`config.mk`:
```
export PLATFORM = sky130hd
export DESIGN_NAME = perm_index_walker
export DESIGN_NICKNAME = d
export VERILOG_FILES = /design/src/rtl/perm_walk_pkg.sv /design/src/rtl/pw_cfg_decode.sv /design/src/rtl/pw_dim_step.sv /design/src/rtl/pw_index_calc.sv /design/src/rtl/perm_index_walker.sv
export SDC_FILE = /design/constraint.sdc
export NUM_CORES = 1
export LEC_CHECK = 0
export BUFFER_PORTS_ARGS = -buffer_cell sky130_fd_sc_hd__buf_4
export CORE_ASPECT_RATIO = 1.1
export CORE_MARGIN = 5
export CORE_UTILIZATION = 45
export CTS_CLUSTER_SIZE = 40
export DETAILED_ROUTE_END_ITERATION = 8
export PLACE_DENSITY = 0.7
export SETUP_SLACK_MARGIN = 0.5
export SLEW_MARGIN = 20
export SYNTH_ARGS = -nofsm -noshare
export SYNTH_HDL_FRONTEND = slang
export SYNTH_SLANG_ARGS = --single-unit
```
`constraint.sdc`:
```
create_clock -name clk -period 20.8 [get_ports clk]
set_input_delay 4.16 -clock clk [delete_from_list [all_inputs] [get_ports clk]]
set_output_delay 4.16 -clock clk [all_outputs]
set_load 0.05 [all_outputs]
```
`src/rtl/perm_walk_pkg.sv`:
```
package perm_walk_pkg;

    typedef enum logic [1:0] {
        DIM_X = 2'd0,
        DIM_Y = 2'd1,
        DIM_Z = 2'd2
    } dim_e;

    // entry 0 is the innermost loop, entry 2 the outermost
    typedef dim_e [2:0] order_t;

    localparam int PERM_W = 3;

    function automatic logic perm_is_bad(input logic [PERM_W-1:0] code);
        return code > 3'd5;
    endfunction

    function automatic order_t order_of(input logic [PERM_W-1:0] code);
        order_t o;
        case (code)
            3'd1:    o = '{DIM_Y, DIM_Z, DIM_X};
            3'd2:    o = '{DIM_Z, DIM_X, DIM_Y};
            3'd3:    o = '{DIM_X, DIM_Z, DIM_Y};
            3'd4:    o = '{DIM_Y, DIM_X, DIM_Z};
            3'd5:    o = '{DIM_X, DIM_Y, DIM_Z};
            default: o = '{DIM_Z, DIM_Y, DIM_X};
        endcase
        return o;
    endfunction

endpackage

```
`src/rtl/pw_cfg_decode.sv`:
```
module pw_cfg_decode
    import perm_walk_pkg::*;
#(
    parameter int DIM_W = 7,
    localparam int SLOT_W = DIM_W + 1,
    localparam int CFG_W = 3 * SLOT_W + PERM_W
) (
    input  logic [CFG_W-1:0]        cfg,
    output logic [2:0][DIM_W:0]     lim,
    output logic [2:0]              offs,
    output order_t                  order,
    output logic                    linear
);

    localparam int PERM_LSB = 3 * SLOT_W;

    for (genvar g = 0; g < 3; g++) begin : g_slot
        logic [DIM_W-1:0] size_m1;
        assign size_m1 = cfg[g*SLOT_W +: DIM_W];
        assign lim[g]  = {1'b0, size_m1} + {{DIM_W{1'b0}}, 1'b1};
        assign offs[g] = cfg[g*SLOT_W + DIM_W];
    end

    assign order  = order_of(cfg[PERM_LSB +: PERM_W]);
    assign linear = (cfg == '0);

endmodule

```
`src/rtl/pw_dim_step.sv`:
```
module pw_dim_step
    import perm_walk_pkg::*;
#(
    parameter int DIM_W = 7
) (
    input  logic [2:0][DIM_W-1:0] cnt,
    input  logic [2:0][DIM_W:0]   lim,
    input  order_t                order,
    output logic [2:0][DIM_W-1:0] nxt
);

    always_comb begin
        logic carry;
        int   d;
        nxt   = cnt;
        carry = 1'b1;
        for (int p = 0; p < 3; p++) begin
            d = int'(order[p]);
            if (carry) begin
                if (({1'b0, cnt[d]} + {{DIM_W{1'b0}}, 1'b1}) >= lim[d]) begin
                    nxt[d] = '0;
                end else begin
                    nxt[d] = cnt[d] + {{(DIM_W-1){1'b0}}, 1'b1};
                    carry  = 1'b0;
                end
            end
        end
    end

endmodule

```
`src/rtl/pw_index_calc.sv`:
```
module pw_index_calc #(
    parameter int DIM_W = 7,
    parameter int CNT_W = 8,
    parameter int IDX_W = 3 * DIM_W + 2
) (
    input  logic [2:0][DIM_W-1:0] cnt,
    input  logic [DIM_W:0]        lim_x,
    input  logic [DIM_W:0]        lim_y,
    input  logic [2:0]            offs,
    input  logic                  linear,
    input  logic [CNT_W-1:0]      count,
    output logic [IDX_W-1:0]      idx
);

    logic [2*DIM_W+1:0] plane;
    logic [IDX_W-1:0]   row_part;
    logic [IDX_W-1:0]   plane_part;

    assign plane      = lim_x * lim_y;
    assign row_part   = IDX_W'(cnt[1]) * IDX_W'(lim_x);
    assign plane_part = IDX_W'(cnt[2]) * IDX_W'(plane);

    always_comb begin
        if (linear) begin
            idx = IDX_W'(count);
        end else begin
            idx = IDX_W'(offs) + IDX_W'(cnt[0]) + row_part + plane_part;
        end
    end

endmodule

```
`src/rtl/perm_index_walker.sv`:
```
module perm_index_walker
    import perm_walk_pkg::*;
#(
    parameter int DIM_W     = 7,
    parameter int CNT_W     = 8,
    parameter int REG_ELEMS = 128,
    localparam int CFG_W = 3 * (DIM_W + 1) + PERM_W,
    localparam int IDX_W = 3 * DIM_W + 2,
    localparam int POS_W = CNT_W + 3 * DIM_W
) (
    input  logic             clk,
    input  logic             rst_n,
    input  logic [CFG_W-1:0] cfg_in,
    input  logic [CNT_W-1:0] vec_len,
    input  logic             start,
    input  logic             step,
    input  logic             restore,
    input  logic [POS_W-1:0] pos_load,
    output logic [POS_W-1:0] pos_save,
    output logic [IDX_W-1:0] idx_out,
    output logic             idx_valid,
    output logic             done,
    output logic             illegal
);

    localparam int PERM_LSB = 3 * (DIM_W + 1);

    typedef struct packed {
        logic [CFG_W-1:0]        cfg;
        logic [CNT_W-1:0]        len;
        logic [2:0][DIM_W-1:0]   cnt;
        logic [CNT_W-1:0]        count;
        logic                    busy;
        logic [IDX_W-1:0]        idx;
        logic                    valid;
        logic                    done;
        logic                    illegal;
    } walk_t;

    walk_t walk_d, walk_q;

    logic [2:0][DIM_W:0]   lim;
    logic [2:0]            offs;
    order_t                order;
    logic                  linear;
    logic [2:0][DIM_W-1:0] cnt_nxt;
    logic [IDX_W-1:0]      idx_now;
    logic                  overrun;
    logic                  cfg_bad_in;
    logic [CNT_W-1:0]      count_inc;
    logic [CNT_W-1:0]      load_count;
    logic [2:0][DIM_W-1:0] load_cnt;

    pw_cfg_decode #(.DIM_W(DIM_W)) u_decode (
        .cfg    (walk_q.cfg),
        .lim    (lim),
        .offs   (offs),
        .order  (order),
        .linear (linear)
    );

    pw_dim_step #(.DIM_W(DIM_W)) u_step (
        .cnt   (walk_q.cnt),
        .lim   (lim),
        .order (order),
        .nxt   (cnt_nxt)
    );

    pw_index_calc #(.DIM_W(DIM_W), .CNT_W(CNT_W), .IDX_W(IDX_W)) u_index (
        .cnt    (walk_q.cnt),
        .lim_x  (lim[0]),
        .lim_y  (lim[1]),
        .offs   (offs),
        .linear (linear),
        .count  (walk_q.count),
        .idx    (idx_now)
    );

    assign cfg_bad_in = perm_is_bad(cfg_in[PERM_LSB +: PERM_W]);
    assign overrun    = (idx_now >= IDX_W'(REG_ELEMS));
    assign count_inc  = walk_q.count + CNT_W'(1);
    assign load_count = pos_load[POS_W-1 -: CNT_W];
    assign load_cnt   = pos_load[3*DIM_W-1:0];

    always_comb begin
        walk_d       = walk_q;
        walk_d.valid = 1'b0;
        if (start) begin
            walk_d.cfg     = cfg_in;
            walk_d.len     = vec_len;
            walk_d.cnt     = '0;
            walk_d.count   = '0;
            walk_d.illegal = cfg_bad_in;
            walk_d.done    = (vec_len == '0);
            walk_d.busy    = !cfg_bad_in && (vec_len != '0);
        end else if (restore) begin
            walk_d.cfg     = cfg_in;
            walk_d.len     = vec_len;
            walk_d.cnt     = load_cnt;
            walk_d.count   = load_count;
            walk_d.illegal = cfg_bad_in;
            walk_d.done    = (load_count >= vec_len);
            walk_d.busy    = !cfg_bad_in && (load_count < vec_len);
        end else if (step && walk_q.busy) begin
            if (overrun) begin
                walk_d.illegal = 1'b1;
                walk_d.busy    = 1'b0;
            end else begin
                walk_d.idx   = idx_now;
                walk_d.valid = 1'b1;
                walk_d.count = count_inc;
                if (!linear) begin
                    walk_d.cnt = cnt_nxt;
                end
                if (count_inc == walk_q.len) begin
                    walk_d.done = 1'b1;
                    walk_d.busy = 1'b0;
                end
            end
        end
    end

    always_ff @(posedge clk or negedge rst_n) begin
        if (!rst_n) begin
            walk_q <= '0;
        end else begin
            walk_q <= walk_d;
        end
    end

    assign pos_save  = {walk_q.count, walk_q.cnt};
    assign idx_out   = walk_q.idx;
    assign idx_valid = walk_q.valid;
    assign done      = walk_q.done;
    assign illegal   = walk_q.illegal;

endmodule

```
# Word-level counts from Yosys, hierarchy flattened
# Index checks and enable logic that the tools add are counted.
dict set report classes {
  add_sub_neg 13
  n_mul 3
  n_lt_le_gt_ge 13
  eq_ne 8
  muxes 46
  n_bitwise 9
  reduce_logical 21
}
# op n
set op_table {}
lappend op_table {{$mux W21} 6}
lappend op_table {{$mux W65} 1}
lappend op_table {{$and A21 B21 Y21} 3}
lappend op_table {{$bwmux W21} 3}
lappend op_table {{$not A21 Y21} 3}
lappend op_table {{$mux W56} 1}
lappend op_table {{$add A7 B1 Y8 const B} 6}
lappend op_table {{$bmux W8 S2} 3}
lappend op_table {{$bmux W7 S2} 3}
lappend op_table {{$demux W7 S2} 3}
lappend op_table {{$mux W7} 6}
lappend op_table {{$mux W35} 1}
lappend op_table {{$ge A8 B8 Y1} 4}
lappend op_table {{$mux W30} 1}
lappend op_table {{$pmux W6 S5} 1}
lappend op_table {{$mux W29} 1}
lappend op_table {{$logic_not A27 Y1} 1}
lappend op_table {{$mux W25} 1}
lappend op_table {{$mux W8} 3}
lappend op_table {{$add A23 B15 Y23} 1}
lappend op_table {{$add A23 B23 Y23} 1}
lappend op_table {{$ge A23 B8 Y1 const B} 1}
lappend op_table {{$mul A7 B16 Y23} 1}
lappend op_table {{$mux W23} 1}
lappend op_table {{27 further kinds} 57}
dict set report word_totals {
  ff_bits 91
  inputBits 69
  out_inout_bits 55
  wordCells 124
}

# Logic depth before layout (Yosys ltp)
dict set report logic_depth {
  depth_word 20
  mapped_depth 47
}

# Hierarchy
# From an unflattened synthesis, not the netlist that was laid out.
dict set report unflattened {
  hier_cells 1908
  hier_area_um2 16590.9
}
# mod n_inst cells_per_inst area_per_inst_um2 seq_area_each_um2
set modules_own_cells {}
lappend modules_own_cells {pw_index_calc 1 1023 8843.5 0.0}
lappend modules_own_cells {perm_index_walker 1 433 4613.2 2277.2}
lappend modules_own_cells {pw_dim_step 1 377 2631.3 0.0}
lappend modules_own_cells {pw_cfg_decode 1 75 503.0 0.0}

# Worst setup path before layout
# No wires, ideal clock.
dict set report synth_path {
  path_kind {register -> register}
  from {reg walk_q[64] (netlist bit)}
  to {reg walk_q (netlist bit idx_out[4])}
  t_arrival_ps 10945
  t_required_ps 20675
  setup_slack_ps 9730
  stages_incl_launch_ff 45
  path_buffers 5
  path_cell_list {dfrtp_1 clkbuf_1 clkinv_1 ha_1 clkbuf_1 clkbuf_1 nand2_1 fa_1 inv_1 fa_1 ha_1 inv_1 fa_1 inv_1 ha_1 a21o_1 a21oi_1 o21bai_1 (+9 left out) inv_1 fa_1 fa_1 fa_1 inv_1 fa_1 inv_1 ha_1 clkbuf_1 nand4_1 nor3_1 a211oi_1 a21o_1 a211o_1 o31ai_4 nand3_4 buf_6 mux2_4}
}
dict set report synth_via {
  elab_chain_cells 8
}
# item line_no
set synth_rtl {}
lappend synth_rtl {{start: declaration} perm_index_walker.sv:40} ;# walk_t walk_d, walk_q;
lappend synth_rtl {{start signal: assignment} perm_index_walker.sv:127} ;# walk_q <= walk_d;
lappend synth_rtl {{$add A7 B1 Y8} pw_cfg_decode.sv:20} ;# assign lim[g] = {1'b0, size_m1} + {{DIM_W{1'b0}}, 1'b1};
lappend synth_rtl {{$mul A8 B8 Y16 / $mul A7 B8 Y15 (equally long branches)} {pw_index_calc.sv:19, pw_index_calc.sv:20}}
lappend synth_rtl {{$mul A7 B16 Y23 / $add A23 B15 Y23 (equally long branches)} {pw_index_calc.sv:21, pw_index_calc.sv:27}}
lappend synth_rtl {{$add A23 B23 Y23} pw_index_calc.sv:27} ;# idx = IDX_W'(offs) + IDX_W'(cnt[0]) + row_part + plane_part;
lappend synth_rtl {{$mux W23 *} pw_index_calc.sv:24} ;# if (linear) begin
lappend synth_rtl {{$ge A23 B8 Y1} perm_index_walker.sv:80} ;# assign overrun = (idx_now >= IDX_W'(REG_ELEMS));
lappend synth_rtl {{$not A1 Y1 (no line)} n/a}
lappend synth_rtl {{$reduce_and A4 Y1 (no line)} n/a}
# Every way passes the cells marked *; elsewhere a longest branch is shown, timed or not.
# A chain may end at the register's enable or synchronous reset.

# Worst setup path in the final report
dict set report layout_path {
  from {reg walk_q[64] (netlist bit)}
  to {reg walk_q (netlist bit pos_save[14])}
}
dict set report layout_via {
  elab_chain_cells 16
}
# item
set layout_rtl {}
lappend layout_rtl {{parallel branches: the longest is 16 deep, another holds $mul A7 B16 Y23}}
# Parallel ways; which one is timed is not known. The select of a mux whose other input is x is not followed.

==> flow_metrics.env <==
export IMPL_cts_buffers=9
export IMPL_ys_types=87
export IMPL_async_reset_ff_share_pct=100
export IMPL_drc=0
export IMPL_final_nets=2363
export IMPL_n_fill_cell=3492
export IMPL_synth_seq_area_share_pct=13.7
export IMPL_synth_edff_count=0
export IMPL_ant_nets=0
export IMPL_initial_core_util_pct=45.8
export IMPL_hold_viol_final=0
export IMPL_timing_slew_headroom_pct=21.1
export IMPL_antenna_found_initial=0
export IMPL_synth_area_um2=16600
export IMPL_dpl_hpwl_um=38500
export IMPL_dr_first_iter_drc_count=1197
export IMPL_p_per_area_nw_per_um2=135
export IMPL_ys_flop_type="dfrtp_1"
export IMPL_fin_crit_sh_pct=59.6
export IMPL_final_cell_mix="inv_1 (268), nand2_1 (180), ha_1 (176), fa_1 (169), and2_1 (148)"
export IMPL_power_leakage_nw=8.82
export IMPL_hold_path_class="register to register"
export IMPL_hold_start="idx_out[20]"
export IMPL_synthesis_nets=2362
export IMPL_synth_warnings=0
export IMPL_first_pass_iters=6
export IMPL_cts_sinks=91
export IMPL_grt_pass1_wl_um=77600
export IMPL_path_class="register to register"
export IMPL_fin_skew_ns=0.00920
export IMPL_ys_seq_elements=91
export IMPL_rrSetupSlack_ns=8.40
export IMPL_slowest_stage="nor2_2"
export IMPL_tightest_slew_ns=1.17
export IMPL_drive_gt1_share_pct=11.5
export IMPL_insertion_delay_ns=0.36
export IMPL_ir_drop_mv=0.138
export IMPL_dieArea_um2=40900
export IMPL_layout_setup_ws_ns=8.40
export IMPL_crit_top_cell="fa_1"
export IMPL_drt_wl_total_um=48600
export IMPL_grt_pass1_vias=14340
export IMPL_cpPeakStageDelay_ns=0.86
export IMPL_startpoint_type="register"
export IMPL_cts_root_buf="clkbuf_16"
export IMPL_hold_depth=1
export IMPL_portBuffers=123
export IMPL_gp_congestion=0.991
export IMPL_num_rows=73
export IMPL_via_count=13991
export IMPL_setup_viol=0
export IMPL_vias_per_cell=5.73
export IMPL_max_freq_mhz=80.7
export IMPL_clk_pin_slew_ns=0.07
export IMPL_grt_usage_pct=23.2
export IMPL_cp_end_kind="register"
export IMPL_r2r_cells=39
export IMPL_min_period_ns=12.40
export IMPL_final_common_cell="inv_1"
export IMPL_die_w_um=193
export IMPL_status="finished, final reports clean"
export IMPL_min_to="idx_out[20]"
export IMPL_syn_area_per_cell_um2=8.54
export IMPL_drv_cap=0
export IMPL_coreArea_um2=36400
export IMPL_grt_max_degree=73
export IMPL_cp_data_arrival_time_ns=12.65
export IMPL_post_cts_resized=0
export IMPL_wl_per_cell_um=19.9
export IMPL_ios=124
export IMPL_syn2layout_area_growth_pct=7.27
export IMPL_post_cts_setup_buffers=0
export IMPL_reg2reg_to="pos_save[14]"
export IMPL_cts_tree="built"
export IMPL_fin_setup_tns_ns=0
export IMPL_worst_path_max_fanout=21
export IMPL_cts_hold_buf=0
export IMPL_dp_slack_ns=8.56
export IMPL_finalMaxSlewViolations=0
export IMPL_htreeDepth=3
export IMPL_cts_buffer_depth=2
export IMPL_cp_data_required_time_ns=21.05
export IMPL_gr_total_overflow=0
export IMPL_regToRegStartpoint="walk_q[64]"
export IMPL_rsz0062_at_grt="no"
export IMPL_synthCells=1948
export IMPL_die_h_um=212
## report_power, final
group	leakage [nW]	switching [mW]	internal [mW]
Sequential	1.17	0.0351	0.189
Combinational	7.51	1.25	0.770
Clock	0.139	0.0767	0.0938
Total	8.82	1.37	1.05
## cell type report
class                           count  area (um2)  area share (%)
Inverter                          270        1010            5.68
Antenna cell                        1        2.50          0.0140
Clock inverter                      6        71.3           0.399
Multi-Input combinational cell   1432       12600            70.4
Clock buffer                        9         225            1.26
Timing Repair Buffer              145        1090            6.10
Tap cell                          487         609            3.41
Sequential cell                    91        2280            12.8
## synthesized netlist by cell type (13+ instances only)
master,count,area [um2]
a21o_1,25,188
a21oi_1,82,410
a22oi_1,19,143
and2_1,148,926
and3_1,16,100
buf_4,53,398
clkbuf_1,86,323
dfrtp_1,91,2280
fa_1,169,3380
ha_1,176,2200
inv_1,268,1010
mux2_1,17,191
mux2_2,37,417
mux2i_1,24,240
nand2_1,180,676
nand2b_1,25,156
nand3_1,41,205
nor2_1,66,248
nor2b_1,14,87.6
nor3_1,24,120
nor4_1,13,81.3
o211ai_1,15,113
o21ai_0,77,385
xnor2_1,47,412
xor2_1,25,219
## logic make-up after synthesis
kind of cell	after synthesis	share of synthesized area (%)
AO/OA/AOI/OAI	360	14.8
XOR/XNOR	72	3.79
adder cells (fa/ha/maj)	345	33.6
buffers and inverters	425	10.9
flip-flops	91	13.7
multiplexers	81	5.37
AND/OR/NAND/NOR	574	17.9
## worst max-delay path by stage
stage                     slack, ns  startpoint           end
after floorplan                9.73  walk_q[64]    idx_out[4]
after CTS                      8.47  walk_q[64]  pos_save[14]
after detailed placement       8.56  walk_q[64]  pos_save[14]
after global placement         8.85  walk_q[72]  pos_save[14]
after global routing           7.58  walk_q[64]  pos_save[14]
final                          8.40  walk_q[64]  pos_save[14]
## worst max-delay path: cells and delay by family, from the launching register on
kind                       cells  cell delay (ns)
DFF                            1             0.71
muxes                          2             0.56
and+or+nand+nor                6             1.89
adders and majority gates     13             6.27
buffers and inverters          8             0.77
AOI/OAI and AO/OA              9             1.90
xor gates and xnor gates       1             0.17
## per-stage QoR
stage	power (mW)	std cells	util [%]	hold WS [ns]	cell area (um2)
floorplan	1.74	1948	-	0.455	16600
global placement	2.19	2425	48.3	0.472	17600
detailed placement	2.21	2425	48.3	0.475	17600
CTS	2.41	2440	49.1	0.490	17800
global route	2.70	2440	49.1	0.518	17900
finish	2.42	2441	49.1	0.483	17900
## flip-flops by register name (all words and copies together), names as in the netlist
name / cells
illegal: 1
idx_out: 23
done: 1
walk_q: 36
pos_save: 29
idx_valid: 1
## per-layer routing
metal  part of all wire [%]  up-vias  GRT usage (%)
li1                       -     6469              -
met1                     42     6831           30.7
met2                     47      578           37.7
met3                    8.2      113           5.79
met4                    2.9        0           7.25
met5                      0        -              0
(Power assumes the default switching activity.)
